--- src/rtl/prio_irq_pkg.sv ---
package prio_irq_pkg;
  localparam int unsigned LVL_W  = 3;
  localparam int unsigned WORD_W = LVL_W + 1;

  typedef logic [LVL_W-1:0] lvl_t;

  // bit 0: pending / enable, bits 3:1: level
  typedef struct packed {
    lvl_t lvl;
    logic flag;
  } ctrl_word_t;
endpackage

--- src/rtl/irq_src_slot.sv ---
module irq_src_slot
  import prio_irq_pkg::*;
(
  input  logic       clk_i,
  input  logic       rst_ni,
  input  logic       hw_req_i,
  input  logic       wr_en_i,
  input  ctrl_word_t wr_word_i,
  input  logic       ack_clr_i,
  output logic       pend_o,
  output lvl_t       lvl_o
);
  logic pend_q;
  lvl_t lvl_q;

  always_ff @(posedge clk_i or negedge rst_ni) begin
    if (!rst_ni) begin
      pend_q <= 1'b0;
      lvl_q  <= '0;
    end else begin
      if (wr_en_i) lvl_q <= wr_word_i.lvl;
      // set dominates every clear source
      if (hw_req_i)                                        pend_q <= 1'b1;
      else if (ack_clr_i || (wr_en_i && !wr_word_i.flag)) pend_q <= 1'b0;
    end
  end

  assign pend_o = pend_q;
  assign lvl_o  = lvl_q;

  assert_req_sets_R1: assert property (@(posedge clk_i) disable iff (!rst_ni)
    hw_req_i |=> pend_q);
  assert_no_sw_set_R2: assert property (@(posedge clk_i) disable iff (!rst_ni)
    (!pend_q && !hw_req_i) |=> !pend_q);
  assert_ack_clears_R7: assert property (@(posedge clk_i) disable iff (!rst_ni)
    (ack_clr_i && !hw_req_i) |=> !pend_q);
  assert_req_beats_clear_R8: assert property (@(posedge clk_i) disable iff (!rst_ni)
    (hw_req_i && (ack_clr_i || wr_en_i)) |=> pend_q);
  assert_lvl_hold_R9: assert property (@(posedge clk_i) disable iff (!rst_ni)
    !wr_en_i |=> $stable(lvl_q));
endmodule

--- src/rtl/irq_cpu_state.sv ---
module irq_cpu_state
  import prio_irq_pkg::*;
(
  input  logic       clk_i,
  input  logic       rst_ni,
  input  logic       wr_en_i,
  input  ctrl_word_t wr_word_i,
  output logic       ie_o,
  output lvl_t       ipl_o
);
  logic ie_q;
  lvl_t ipl_q;

  always_ff @(posedge clk_i or negedge rst_ni) begin
    if (!rst_ni) begin
      ie_q  <= 1'b0;
      ipl_q <= '0;
    end else if (wr_en_i) begin
      ie_q  <= wr_word_i.flag;
      ipl_q <= wr_word_i.lvl;
    end
  end

  assign ie_o  = ie_q;
  assign ipl_o = ipl_q;

  assert_cpu_hold_R9: assert property (@(posedge clk_i) disable iff (!rst_ni)
    !wr_en_i |=> ($stable(ie_q) && $stable(ipl_q)));
endmodule

--- src/rtl/irq_arbiter.sv ---
module irq_arbiter
  import prio_irq_pkg::*;
#(
  parameter int unsigned N_SRC = 8,
  parameter int unsigned IDX_W = 3
) (
  input  logic [N_SRC-1:0] elig_i,
  input  lvl_t             lvl_i [N_SRC],
  output logic             any_o,
  output logic [IDX_W-1:0] idx_o,
  output lvl_t             win_lvl_o
);
  // ascending scan with strict compare keeps the lowest index on ties
  always_comb begin
    any_o     = 1'b0;
    idx_o     = '0;
    win_lvl_o = '0;
    for (int i = 0; i < int'(N_SRC); i++) begin
      if (elig_i[i] && (lvl_i[i] > win_lvl_o)) begin
        any_o     = 1'b1;
        idx_o     = IDX_W'(i);
        win_lvl_o = lvl_i[i];
      end
    end
  end
endmodule

--- src/rtl/prio_irq_ctrl.sv ---
module prio_irq_ctrl
  import prio_irq_pkg::*;
#(
  parameter int unsigned N_SRC  = 8,
  localparam int unsigned IDX_W  = (N_SRC > 1) ? $clog2(N_SRC) : 1,
  localparam int unsigned ADDR_W = $clog2(N_SRC + 1)
) (
  input  logic              clk_i,
  input  logic              rst_ni,
  input  logic [N_SRC-1:0]  hw_req_i,
  input  logic              reg_we_i,
  input  logic [ADDR_W-1:0] reg_addr_i,
  input  logic [WORD_W-1:0] reg_wdata_i,
  input  logic [ADDR_W-1:0] rd_addr_i,
  output logic [WORD_W-1:0] rd_data_o,
  input  logic              ack_i,
  output logic              irq_o,
  output logic [IDX_W-1:0]  irq_idx_o
);
  ctrl_word_t       wr_word;
  logic [N_SRC-1:0] pend;
  logic [N_SRC-1:0] elig;
  logic [N_SRC-1:0] src_we;
  logic [N_SRC-1:0] ack_clr;
  lvl_t             lvl [N_SRC];
  logic             cpu_we;
  logic             ie;
  lvl_t             ipl;
  lvl_t             win_lvl;

  assign wr_word = ctrl_word_t'(reg_wdata_i);
  assign cpu_we  = reg_we_i && (reg_addr_i == ADDR_W'(N_SRC));

  for (genvar g = 0; g < N_SRC; g++) begin : g_src
    assign src_we[g]  = reg_we_i && (reg_addr_i == ADDR_W'(g));
    assign ack_clr[g] = ack_i && irq_o && (irq_idx_o == IDX_W'(g));
    assign elig[g]    = ie && pend[g] && (lvl[g] > ipl);

    irq_src_slot u_slot (
      .clk_i     (clk_i),
      .rst_ni    (rst_ni),
      .hw_req_i  (hw_req_i[g]),
      .wr_en_i   (src_we[g]),
      .wr_word_i (wr_word),
      .ack_clr_i (ack_clr[g]),
      .pend_o    (pend[g]),
      .lvl_o     (lvl[g])
    );

    assert_win_best_R6: assert property (@(posedge clk_i) disable iff (!rst_ni)
      (irq_o && elig[g]) |->
        ((lvl[g] < win_lvl) || ((lvl[g] == win_lvl) && (IDX_W'(g) >= irq_idx_o))));
  end

  irq_cpu_state u_cpu (
    .clk_i     (clk_i),
    .rst_ni    (rst_ni),
    .wr_en_i   (cpu_we),
    .wr_word_i (wr_word),
    .ie_o      (ie),
    .ipl_o     (ipl)
  );

  irq_arbiter #(.N_SRC(N_SRC), .IDX_W(IDX_W)) u_arb (
    .elig_i    (elig),
    .lvl_i     (lvl),
    .any_o     (irq_o),
    .idx_o     (irq_idx_o),
    .win_lvl_o (win_lvl)
  );

  always_comb begin
    rd_data_o = '0;
    for (int i = 0; i < int'(N_SRC); i++)
      if (rd_addr_i == ADDR_W'(i)) rd_data_o = {lvl[i], pend[i]};
    if (rd_addr_i == ADDR_W'(N_SRC)) rd_data_o = {ipl, ie};
  end

  assert_ie_gate_R4: assert property (@(posedge clk_i) disable iff (!rst_ni)
    !ie |-> !irq_o);
  assert_win_elig_R4: assert property (@(posedge clk_i) disable iff (!rst_ni)
    irq_o |-> elig[irq_idx_o]);
  assert_ipl_max_R5: assert property (@(posedge clk_i) disable iff (!rst_ni)
    (ipl == '1) |-> !irq_o);
  assert_win_above_ipl_R5: assert property (@(posedge clk_i) disable iff (!rst_ni)
    irq_o |-> (win_lvl > ipl));
  assert_win_nonzero_R3: assert property (@(posedge clk_i) disable iff (!rst_ni)
    irq_o |-> (win_lvl != '0));
endmodule

--- config.mk ---
export PLATFORM = sky130hd
export DESIGN_NAME = prio_irq_ctrl
export DESIGN_NICKNAME = d
export VERILOG_FILES = /design/src/rtl/prio_irq_pkg.sv /design/src/rtl/irq_src_slot.sv /design/src/rtl/irq_cpu_state.sv /design/src/rtl/irq_arbiter.sv /design/src/rtl/prio_irq_ctrl.sv
export SDC_FILE = /design/constraint.sdc
export NUM_CORES = 1
export LEC_CHECK = 0
export BUFFER_PORTS_ARGS = -buffer_cell sky130_fd_sc_hd__buf_2
export CELL_PAD_IN_SITES_DETAIL_PLACEMENT = 1
export CELL_PAD_IN_SITES_GLOBAL_PLACEMENT = 2
export CORE_MARGIN = 2
export CORE_UTILIZATION = 35
export CTS_BUF_LIST = sky130_fd_sc_hd__clkbuf_2
export CTS_CLUSTER_SIZE = 30
export DETAILED_ROUTE_END_ITERATION = 8
export GPL_TIMING_DRIVEN = 0
export PLACE_DENSITY_LB_ADDON = 0.25
export SYNTH_ARGS = -nofsm -noshare
export SYNTH_HDL_FRONTEND = slang
export SYNTH_SLANG_ARGS = --single-unit
export TNS_END_PERCENT = 1
--- constraint.sdc ---
create_clock -name clk_i -period 9.3 [get_ports clk_i]
set_input_delay 0.465 -clock clk_i [delete_from_list [all_inputs] [get_ports clk_i]]
set_output_delay 0.465 -clock clk_i [all_outputs]
set_load 0.01 [all_outputs]
== Word-level counts from Yosys, hierarchy flattened ==
Index checks and enable logic that the tools add are counted.

* Input port bits: 24
* Output and inout bits: 8
* ROM bits: 0
* Bits in latches: 0
* Memories: 0
* Logic and storage cells: 174
* Register bits: 36
* Memory bits (writable): 0

* Shift-type cells: 0
* Equality and inequality tests: 23
* Divide/modulo/power cells: 0
* Reduce and logical (&&, ||, !) cells: 70
* Bitwise gates (word level): 0
* Add/sub/neg operators: 0
* $mul: 0
* Multiplexer cells: 47
* $lt $le $gt $ge: 16

{| class="wikitable"
|+ Operators with widths
! cell !! count
|-
| $logic_and A1 B1 Y1 || 50
|-
| $gt A3 B3 Y1 || 15
|-
| $mux W4 || 9
|-
| $mux W3 || 11
|-
| $eq A4 B3 Y1 const B || 8
|-
| $mux W1 || 25
|-
| $eq A4 B2 Y1 const B || 4
|-
| $reduce_bool A2 Y1 || 8
|-
| $eq A3 B3 Y1 const B || 4
|-
| $eq A4 B1 Y1 const B || 2
|-
| $eq A4 B4 Y1 const B || 2
|-
| $logic_not A4 Y1 || 2
|-
| $logic_or A1 B1 Y1 || 8
|-
| $eq A3 B2 Y1 const B || 2
|-
| $mux W2 || 2
|-
| $eq A3 B1 Y1 const B || 1
|-
| $gt A3 B1 Y1 const B || 1
|-
| $logic_not A3 Y1 || 1
|-
| $logic_not A1 Y1 || 1
|}

== Logic depth before layout (Yosys ltp) ==
Gate-level depths: netlist (run 1).

* Depth after elaboration: 30
* Gate-level depth with buffers: 49
* Gate-level depth less buffers: 49

== Hierarchy ==
A second synthesis (run 1) with hierarchy kept.

* Cells, all modules: 393
* Area total of the unflattened synthesis: 3562.2 µm²

{| class="wikitable"
|+ Modules (own cells, without submodules)
! module !! times used !! area each (µm²) !! sequential area each (µm²) !! cells an instance
|-
| irq_src_slot || 8 || 152.6 || 100.1 || 10
|-
| prio_irq_ctrl || 1 || 1194.9 || 0.0 || 169
|-
| irq_arbiter || 1 || 1001.0 || 0.0 || 136
|-
| irq_cpu_state || 1 || 145.1 || 100.1 || 8
|}

== Worst setup path before layout (run 1) ==
OpenSTA, ideal clock, no wires.

* Path kind: flip-flop to output port
* Start point: reg u_cpu.ipl_q[2], in the netlist u_cpu.ipl_o[2]
* End point: out irq_idx_o[0]
* Stages on the path, launching flop included: 44
* Buffers on the path: 0
* Slack: -0.836 ns
* Data arrival time: 9.671 ns
* Data required time: 8.835 ns
* Path through: dfrtp_1 > inv_1 > ha_1 > and3_4 > a2111o_1 > ha_1 > nand3b_1 > a22o_1 > nor2_2 > mux2_2 > ha_1 > nand3b_1 > a22o_1 > or2_1 > a31oi_2 > inv_1 > ha_1 > nand3_1 > (+8 left out) > o21ai_2 > mux2_4 > ha_1 > nor2_1 > maj3_2 > a21oi_4 > mux2_4 > ha_1 > nand3_1 > nand4_1 > nor3_1 > mux2_2 > ha_1 > nand3_1 > nand4_1 > nor3_1 > o21ba_2 > a21oi_1

* Longest elaborated chain between the ends: 25
* Elaborated cells between the ends (all ways): 45
* Classes of those cells: 15 x order compare; 14 x mux; 16 x reduce/logical

{| class="wikitable"
|+ RTL lines
! item !! line !! text
|-
| start, declared || irq_cpu_state.sv:12 || <nowiki>lvl_t ipl_q;</nowiki>
|-
| start signal, assigned || irq_cpu_state.sv:20 || <nowiki>ipl_q <= wr_word_i.lvl;</nowiki>
|-
| $gt A3 B3 Y1 || prio_irq_ctrl.sv:37 || <nowiki>assign elig[g] = ie && pend[g] && (lvl[g] > ipl);</nowiki>
|-
| $logic_and A1 B1 Y1 || prio_irq_ctrl.sv:37 ||
|-
| $logic_and A1 B1 Y1 || irq_arbiter.sv:19 || <nowiki>if (elig_i[i] && (lvl_i[i] > win_lvl_o)) begin</nowiki>
|-
| $mux W3 || irq_arbiter.sv:19 ||
|-
| $gt A3 B3 Y1 || irq_arbiter.sv:19 ||
|-
| $logic_and A1 B1 Y1 || irq_arbiter.sv:19 ||
|-
| $mux W3 || irq_arbiter.sv:19 ||
|-
| $gt A3 B3 Y1 || irq_arbiter.sv:19 ||
|-
| (+9 left out) || n/a ||
|-
| $logic_and A1 B1 Y1 || irq_arbiter.sv:19 ||
|-
| $mux W3 || irq_arbiter.sv:19 ||
|-
| $gt A3 B3 Y1 || irq_arbiter.sv:19 ||
|-
| $logic_and A1 B1 Y1 || irq_arbiter.sv:19 ||
|-
| $mux W3 || irq_arbiter.sv:19 ||
|-
| $gt A3 B3 Y1 || irq_arbiter.sv:19 ||
|-
| $logic_and A1 B1 Y1 || irq_arbiter.sv:19 ||
|-
| $mux W3 * || irq_arbiter.sv:19 ||
|-
| end, declared || prio_irq_ctrl.sv:18 || <nowiki>output logic [IDX_W-1:0] irq_idx_o</nowiki>
|}

Mark *: on every way between the ends. The rest lies on a longest branch, timed or not.

== Worst setup path after layout (run 1) ==
* Start point: reg u_cpu.ipl_q[0], in the netlist u_cpu.ipl_o[0]
* End point: out irq_idx_o[0]

The elaborated chain is that of the path after synthesis.

==> results of run 1 <==
==> per-stage QoR <==
stage | hold slack (ps) | power [mW] | util, % | setup slack, ps
6_report | 150 | 1.22 | 46.3 | -900
5_1_grt | 157 | 1.33 | 46.3 | -1300
4_1_cts | 166 | 1.19 | 45.5 | -916
3_5_place_dp | 546 | 0.989 | 41.4 | -1590
3_3_place_gp | 542 | 0.964 | 41.4 | -1510
2_1_floorplan | 169 | 0.786 | - | -182
==> cells in the mapped netlist, drive strengths merged, types with 4 or more instances <==
cell type and instances:
or2 5, and2 4, inv 23, ha 40, a31oi 4, a21o 7, a21oi 20, o31ai 4
mux4 4, nor2 20, o211ai 5, nand3b 7, nor2b 4, o21ai 20, dfrtp 36, nand4 5
nand2b 6, nand3 16, mux2 31, nand2 27, o22ai 5, nor3b 4, nor3 7, clkbuf 5
and3 5
==> flip-flops by register name (all words and copies together), names as in the netlist <==
signal	flops
g_src.u_slot.pend_o	8
g_src.u_slot.lvl_o	24
u_cpu.ie_o	1
u_cpu.ipl_o	3
==> power by group <==
part	switching (mW)	leakage [nW]	internal, mW
clock	0.0558	0.0266	0.0188
sequential	0.0505	0.410	0.193
combinational	0.476	1.32	0.428
total	0.583	1.76	0.639
==> worst max path at each step <==
stage                             start                     end  slack, ps  depth (start not counted)
3_5_place_dp             u_cpu.ipl_o[1]  g_src[3].u_slot.pend_o      -1590                         48
5_1_grt                  u_cpu.ipl_o[0]            irq_idx_o[0]      -1300                         48
2_1_floorplan            u_cpu.ipl_o[1]            irq_idx_o[0]       -180                         45
6_report                 u_cpu.ipl_o[0]            irq_idx_o[0]       -900                         46
4_1_cts        g_src[0].u_slot.lvl_o[2]            irq_idx_o[0]       -920                         43
3_3_place_gp             u_cpu.ipl_o[1]            irq_idx_o[0]      -1510                         45
==> layer usage <==
layer / part of all wire, % / wire, um / GRT usage [%] / up-vias
li1: - / - / - / 1454
met1: 50 / 5600 / 31.4 / 1485
met2: 48 / 5420 / 40.1 / 34
met3: 1.4 / 162 / 1.87 / 7
met4: 0.39 / 44 / 2.49 / 0
met5: 0 / 0 / 0 / -
==> repair_timing <==
action / 4_1_cts / 5_1_grt
setup buffers: 26 / 5
pin swaps: 26 / 7
setup endpoints to repair: 12 / 12
gates resized for setup: 26 / 8
==> logic make-up after synthesis <==
| group | Yosys count | share of synthesized area [%] |
|---|---|---|
| compound gates | 89 | 19.5 |
| fa+ha+maj | 42 | 15.9 |
| buf+inv | 29 | 3.42 |
| flops | 36 | 27.4 |
| mux | 37 | 14.6 |
| simple gates | 117 | 19.3 |
==> area by class of cell <==
class | count | area (um2)
fill | 1058 | 4940
multi-input combinational | 285 | 2680
sequential | 36 | 907
timing repair buffer | 60 | 378
tap | 111 | 139
inverter | 23 | 91.3
clock buffer | 6 | 30.0
buffer | 6 | 26.3
clock inverter | 2 | 11.3
==> flow_summary.ini, run 1 <==
[synth]
synthCells = 350
synth_fp_nets = 414
synthArstFlopShare_pct = 100
ys_types = 65
yosys.area.top_type = dfrtp_1
synthFlopType = dfrtp_1
syn-cell-area_um2 = 3290
ys_top_cells_by_area = dfrtp_1 27%, ha_1 15%, mux2_2 9.9%, nand2_1 3.0%, o21ai_0 2.9%
ys_seq_area_share_pct = 27.4
synth-edff-count = 0
postSynthAreaPerCell_um2 = 9.41
ys_warn_count = 0
yosysTopAreaCellShare_pct = 27.4
synth-seq-cells = 36

[routing]
drc = 0
drt-total-wl_um = 11200
drt_iter0_drc = 101
num_vias = 2980
via_per_inst = 5.63
postRouteAntennaNets = 0
wl_per_cell_um = 21.2
firstDrtPassIters = 4

[placed_design]
dp_cells = 490
place_area_um2 = 3810
dp_hpwl_um = 8210
numPortBuffers = 29
place_congestion = 0.787

[critical_path]
reg2reg_setup_slack_ps = -400
endpoint_kind = primary output
cp.arrival_ps = 9740
r2r_cells = 47
r2r_start = u_cpu.ipl_o[0]
cp_slowest_cell = dfrtp_4
path_delay_family = adder cells
critPathBufInv = 4
critical_path.max_stage_delay_ps = 540
regToRegEndpoint = g_src[3].u_slot.pend_o
required_ps = 8840
worst_setup_path_start_kind = flop
path_max_fanout = 5
crit_path_frequent_cell = ha_4
critical_path_class = flop to primary output

[floorplanning]
core_area_um2 = 9200
num_io_pins = 32
die_h_um = 101
dieArea_um2 = 10200
initial_core_util_pct = 35.8
die_x_um = 101
rows = 35

[power]
vdd_ir_drop_max_uv = 103
leakagePower_nw = 1.76
power_density_nw_per_um2 = 287

[timing]
maxSlewHeadroom_pct = 42.7
hold_viol_final = 0
worst_pin_slew_ps = 858
clock_skew_ps = 15.5
period_share_pct = 110
rsz0062_at_grt = true
setup_violations = 11
worst_slack_ps = -900
drv_slew = 0
period_needed_ps = 10200
clock.fmax_ghz = 0.0980
finalSetupTns_ps = -4880

[flow_run]
drv_cap = 0

[clock_network]
cts_hold_buf = 0
cts_sinks = 36
worstSkewPairLatency_ps = 380
clk_pin_slew_ps = 200
clockBufferDepth = 2
cts-root-buf = clkbuf_2
htreeDepth = 2
cts_buffers = 5
cts_tree = done

[global_routing]
grtUsageTotal_pct = 22.7
grt_pass1_vias = 3244
antenna_found_initial = 0
grt_pass1_wl_um = 17600
overflow = 0
grt_max_degree = 37

[layout]
layout.nets = 481
diodes = 0
layout_common_cells = 33 x dfrtp_1, 32 x buf_4, 29 x buf_2
fin_cells = 529
area_delta_synth_final_pct = 29.3
final_area_um2 = 4260
mostFrequentLayoutCell = dfrtp_1
drive_gt1_share_pct = 42.1

[run_status]
status = complete, but fails checks
failed_checks = negative setup slack

[worst_hold_path]
hold_path_class = input port to async pin
Note: power is estimated with default switching activity, not from simulation.
==> inputs of run 2 (changes only) <==
--- a/config.mk
+++ b/config.mk
@@ -8,8 +8,9 @@
 export BUFFER_PORTS_ARGS = -buffer_cell sky130_fd_sc_hd__buf_2
 export CELL_PAD_IN_SITES_DETAIL_PLACEMENT = 1
 export CELL_PAD_IN_SITES_GLOBAL_PLACEMENT = 2
+export CORE_ASPECT_RATIO = 0.75
 export CORE_MARGIN = 2
-export CORE_UTILIZATION = 35
+export CORE_UTILIZATION = 39
 export CTS_BUF_LIST = sky130_fd_sc_hd__clkbuf_2
 export CTS_CLUSTER_SIZE = 30
 export DETAILED_ROUTE_END_ITERATION = 8
==> constraint.sdc (replaced) <==
create_clock -name clk_i -period 9.9 [get_ports clk_i]
set_input_delay 0.495 -clock clk_i [delete_from_list [all_inputs] [get_ports clk_i]]
set_output_delay 0.495 -clock clk_i [all_outputs]
set_load 0.01 [all_outputs]
==> run 2 against run 1 <==
- worst setup slack better by 490 ps
- final area up 0.12%
- routed wire length up 5.0%
- clock power up 31%
- flip-flop and latch count unchanged
- the run still ends with negative setup slack left
- first-iteration DRC count up 130%
- critical path depth down 1
- core utilization up 6.6 points
- clock skew up 18 ps
- sequential power down 5%
- die area down 9.8%
- via count up 4.2%
==> flow_summary.ini, run 2 (synthesis results as in run 1) <==
[clock_network]
cts_tree = done
cts_buffers = 5
clk_pin_slew_ps = 240
worstSkewPairLatency_ps = 420
htreeDepth = 2
cts-root-buf = clkbuf_2
clockBufferDepth = 2
cts_sinks = 36

[global_routing]
grt_max_degree = 37
overflow = 0
grtUsageTotal_pct = 25.8
grt_pass1_wl_um = 17900
grt_pass1_vias = 3241
antenna_found_initial = 0

[timing]
hold_viol_final = 0
period_needed_ps = 10310
whs_ps = 160
drv_slew = 0
worst_slack_ps = -408
clock.fmax_ghz = 0.0970
period_share_pct = 104
rsz0062_at_grt = true
worst_pin_slew_ps = 921
setup_violations = 5
maxSlewHeadroom_pct = 38.4
clock_skew_ps = 33.4
finalSetupTns_ps = -1320

[floorplanning]
rows = 28
core_area_um2 = 8060
die_x_um = 110
initial_core_util_pct = 40.9
die_h_um = 83.6
num_io_pins = 32
dieArea_um2 = 9200

[run_status]
status = complete, but fails checks
failed_checks = negative setup slack

[critical_path]
worst_setup_path_start_kind = flop
critical_path_class = flop to primary output
crit_path_frequent_cell = ha_4
cp.arrival_ps = 9810
cp_slowest_cell = dfrtp_1
path_max_fanout = 4
critical_path.max_stage_delay_ps = 440
endpoint_kind = primary output
required_ps = 9410

[placed_design]
dp_hpwl_um = 8240
numPortBuffers = 29
place_congestion = 0.828
place_ws_ps = -1710

[routing]
drc = 0
wl_per_cell_um = 22.6
via_per_inst = 5.95
drt-total-wl_um = 11800
postRouteAntennaNets = 0
firstDrtPassIters = 4
num_vias = 3105
drt_iter0_drc = 236

[worst_hold_path]
hold_path_class = input port to async pin

[power]
leakagePower_nw = 1.76
p_total_mw = 1.20
vdd_ir_drop_max_uv = 123
power_density_nw_per_um2 = 281

[layout]
drive_gt1_share_pct = 41.5
nFillCells = 934
layout_common_cells = 33 x dfrtp_1, 29 x buf_4, 28 x buf_2
layout.nets = 480
mostFrequentLayoutCell = dfrtp_1
area_delta_synth_final_pct = 29.4
diodes = 0
largest_reg_flops = 24

[flow_run]
drv_cap = 0
[run 2: final cells by class]
class	count	area (um2)	area share [%]
clock inverters	3	42.5	0.998
flip-flops and latches	36	905	21.2
clock buffers	5	25.0	0.587
plain buffers	6	26.3	0.616
repair buffers	59	384	9.01
well taps	105	131	3.08
inverters	23	93.8	2.20
multi-input cells	285	2660	62.3
[run 2: metrics by stage]
| step | instance area, um2 | std cells | util [%] |
|---|---|---|---|
| CTS | 4120 | 515 | 51.1 |
| finish | 4260 | 522 | 52.9 |
| global route | 4260 | 522 | 52.9 |
| global placement | 3590 | 484 | 44.5 |
| floorplan | 3310 | 350 | - |
| detailed placement | 3590 | 484 | 44.5 |
[run 2: final timing paths]
check,start,to,slack [ps],cells past startpoint
min in group clk_i,hw_req_i[5],g_src[5].u_slot.pend_o,250,2
min reg2reg,g_src[7].u_slot.pend_o,g_src[7].u_slot.pend_o,590,1
min,rst_ni,g_src[6].u_slot.lvl_o[0],160,1
max reg2reg,u_cpu.ipl_o[1],g_src[3].u_slot.pend_o,-50,49
max,u_cpu.ipl_o[1],irq_idx_o[0],-410,45
max in group asynchronous,rst_ni,g_src[0].u_slot.lvl_o[2],9130,1
[run 2: what timing repair did]
item	4_1_cts	5_1_grt
gates resized for setup	48	18
hold buffers	0	0
setup endpoints to repair	12	11
pin swaps	33	34
buffers inserted	23	7
[run 2: where the power goes]
part | internal (mW) | leakage, nW | switching [mW] | total (mW)
clock network | 0.0422 | 0.0390 | 0.0556 | 0.0978
registers | 0.180 | 0.410 | 0.0504 | 0.231
logic | 0.414 | 1.31 | 0.457 | 0.871
total | 0.636 | 1.76 | 0.563 | 1.20
[run 2: per-layer routing]
metal	wire [um]	track usage (%)	vias up
met5	0	0	-
met4	119	4.43	0
met3	672	3.28	12
met2	5460	42.0	80
met1	5540	37.0	1562
li1	-	-	1451
[run 2: worst max-delay path, delay by kind of cell, from the launching register on]
family / cells / cell delay (ps)
AO/OA/AOI/OAI: 9 / 1620
AND/OR/NAND/NOR: 16 / 2200
multiplexers: 7 / 2140
buffers and inverters: 3 / 310
adder cells (fa/ha/maj): 10 / 2690
flip-flops: 1 / 440
==> inputs of run 3 (changes only) <==
--- a/config.mk
+++ b/config.mk
@@ -5,12 +5,13 @@
 export SDC_FILE = /design/constraint.sdc
 export NUM_CORES = 1
 export LEC_CHECK = 0
+export ABC_AREA = 1
 export BUFFER_PORTS_ARGS = -buffer_cell sky130_fd_sc_hd__buf_2
 export CELL_PAD_IN_SITES_DETAIL_PLACEMENT = 1
 export CELL_PAD_IN_SITES_GLOBAL_PLACEMENT = 2
 export CORE_ASPECT_RATIO = 0.75
 export CORE_MARGIN = 2
-export CORE_UTILIZATION = 39
+export CORE_UTILIZATION = 35
 export CTS_BUF_LIST = sky130_fd_sc_hd__clkbuf_2
 export CTS_CLUSTER_SIZE = 30
 export DETAILED_ROUTE_END_ITERATION = 8
==> run 3 against run 2 <==
- hold slack gained 37 ps
- sequential power fell by 7%
- flip-flop and latch count unchanged
- largest cell class unchanged
- synthesized area increased by 1.2%
- combinational power fell by 34%
- highest routed layer unchanged
- final area down 8.5%
- routed wire length shrank 6.6%
- maximum frequency grew 11%
- final cell count up 23%
- the flow now finishes without violations
- critical endpoint is now irq_o
- worst setup slack gained 1000 ps
- clock-buffer cell count is the same
- clock skew down 13 ps
==> flow_summary.ini, run 3 <==
[clock_network]
cts_hold_buf = 0
cts_sinks = 36
htreeDepth = 2
cts_buffers = 5
worstSkewPairLatency_ps = 390
cts_tree = done
clockBufferDepth = 2
clk_pin_slew_ps = 220
cts-root-buf = clkbuf_2

[run_status]
status = complete, no violations

[timing]
period_share_pct = 93.7
period_needed_ps = 9280
clock.fmax_ghz = 0.108
worst_pin_slew_ps = 972
hold_viol_final = 0
setup_violations = 0
worst_slack_ps = 624
maxSlewHeadroom_pct = 34.7
clock_skew_ps = 20.3
drv_slew = 0

[critical_path]
path_max_fanout = 8
crit_path_frequent_cell = ha_1
r2r_cells = 59
endpoint_kind = primary output
r2r_start = u_cpu.ipl_o[2]
startpoint = u_cpu.ipl_o[2]
cp.arrival_ps = 8780
required_ps = 9410
critical_path.max_stage_delay_ps = 440
cp_slowest_cell = dfrtp_1
worst_setup_path_start_kind = flop
reg2reg_setup_slack_ps = 1150
regToRegEndpoint = g_src[0].u_slot.pend_o
critical_path_class = flop to primary output

[synth]
syn-cell-area_um2 = 3330
synth_fa_ha_area_share_pct = 15.0
yosysTopAreaCellShare_pct = 27.0
yosys.cell_count.top_type = nand2_1
ys_types = 39
synthFlopType = dfrtp_1
synth-seq-cells = 36
synth_top_family_by_area = simple AND/OR/NAND/NOR gates
ys_top_cells_by_area = dfrtp_1 27%, ha_1 15%, nand2_1 13%, o21ai_0 8.4%, inv_1 7.3%
synth-edff-count = 0
synthSimpleGateAreaFrac_pct = 33.2
synthMuxAreaShare_pct = 0
synthCells = 462
yosys.area.top_type = dfrtp_1
ys_warn_count = 0
synth_common_cells = 112 x nand2_1, 65 x inv_1, 56 x o21ai_0, 40 x ha_1, 36 x dfrtp_1
synthArstFlopShare_pct = 100
ys_seq_area_share_pct = 27.0
synth_fp_nets = 526
synth_xor_area_share_pct = 0
synth-compound-area-share_pct = 16.6
postSynthAreaPerCell_um2 = 7.21

[global_routing]
grt_max_degree = 37
overflow = 0
grt_pass1_wl_um = 17500
grt_pass1_vias = 3240
antenna_found_initial = 0
grtUsageTotal_pct = 22.5

[layout]
drive_gt1_share_pct = 22.7
diodes = 0
layout.nets = 575
area_delta_synth_final_pct = 17.1
mostFrequentLayoutCell = nand2_1
layout_common_cells = 107 x nand2_1, 60 x inv_1, 47 x o21ai_0
largest_reg_flops = 24

[placed_design]
place_congestion = 0.820
place_ws_ps = -494
numPortBuffers = 31
dp_hpwl_um = 8680

[power]
intPower_mw = 0.408
seqPwrFrac_pct = 24.8
p_sw_mw = 0.455
p_sw_share_pct = 52.7
clock_power_share_pct = 8.2
vdd_ir_drop_max_uv = 66.5
power_density_nw_per_um2 = 221
leakagePower_nw = 1.95
comb_power_share_pct = 67.0
p_total_mw = 0.863

[floorplanning]
die_x_um = 117
rows = 30
core_area_um2 = 9160
initial_core_util_pct = 36.4
num_io_pins = 32
die_h_um = 88.5
dieArea_um2 = 10300

[routing]
drc = 0
postRouteAntennaNets = 0
wl_per_cell_um = 17.2
firstDrtPassIters = 4
via_per_inst = 5.19
drt_iter0_drc = 124
drt-total-wl_um = 11000
num_vias = 3319

[flow_run]
drv_cap = 0

[worst_hold_path]
hold_path_class = input port to async pin
[run 3: cell count changes after synthesis, moves of 11 or more]
cell,change
inv_1,+43
mux2_2,-29
nand2_1,+86
nand3_1,+11
nor2_1,+11
o21ai_0,+37
[run 3: how the worst max path moves through the flow]
stage / cells past startpoint / end / slack (ps)
after detailed placement: 51 / irq_o / -490
after floorplan: 53 / irq_o / 1470
after CTS: 56 / irq_o / 7
after global routing: 57 / irq_o / -40
after global placement: 50 / irq_o / -290
final: 55 / irq_o / 620
[run 3: timing repair]
| action | CTS | global route |
|---|---|---|
| gates cloned | 0 | 0 |
| setup buffers | 5 | 6 |
| resized for setup | 11 | 29 |
| pin swaps | 2 | 11 |
| setup endpoints to repair | 12 | 12 |
[run 3: area by class of cell]
class | count | area (um2)
Inverter | 69 | 270
Tap cell | 128 | 160
Buffer | 1 | 11.3
Sequential cell | 36 | 905
Timing Repair Buffer | 42 | 238
Clock inverter | 3 | 18.8
Clock buffer | 5 | 25.0
Multi-Input combinational cell | 356 | 2270
Fill cell | 1192 | 5260
[run 3: logic make-up after synthesis]
group / Yosys count
AOI/OAI and AO/OA: 97
DFF: 36
and+or+nand+nor: 219
buffers and inverters: 70
adders and majority gates: 40
[run 3: through the flow]
step	TNS (ps)	hold WS (ps)	utilization, %	instance area (um2)	std cells
CTS	0	193	40.9	3750	634
finish	0	197	42.6	3900	640
detailed placement	-3970	473	39.8	3650	621
floorplan	0	199	-	3330	462
global route	-48.2	204	42.6	3900	640
global placement	-1650	466	39.8	3650	621
[run 3: critical path, delay by kind of cell, from the launching register on]
| family | cells | cell delay [ps] |
|---|---|---|
| flops | 1 | 440 |
| buf+inv | 6 | 550 |
| compound gates | 10 | 1220 |
| fa+ha+maj | 8 | 2350 |
| simple gates | 31 | 3800 |
[run 3: power groups by stage]
stage               Clock (mW)  Sequential (mW)  Combinational, mW
floorplan                    0            0.202              0.386
global placement             0            0.216              0.496
detailed placement           0            0.217              0.523
CTS                     0.0720            0.211              0.542
global route            0.0805            0.218              0.653
finish                  0.0709            0.214              0.578
[run 3: per-layer routing]
metal | track usage, % | wire length, um | vias up
met4 | 2.57 | 71 | 0
met1 | 34.3 | 5660 | 1601
met5 | 0 | 0 | -
li1 | - | - | 1653
met2 | 34.8 | 4800 | 59
met3 | 3.49 | 485 | 6
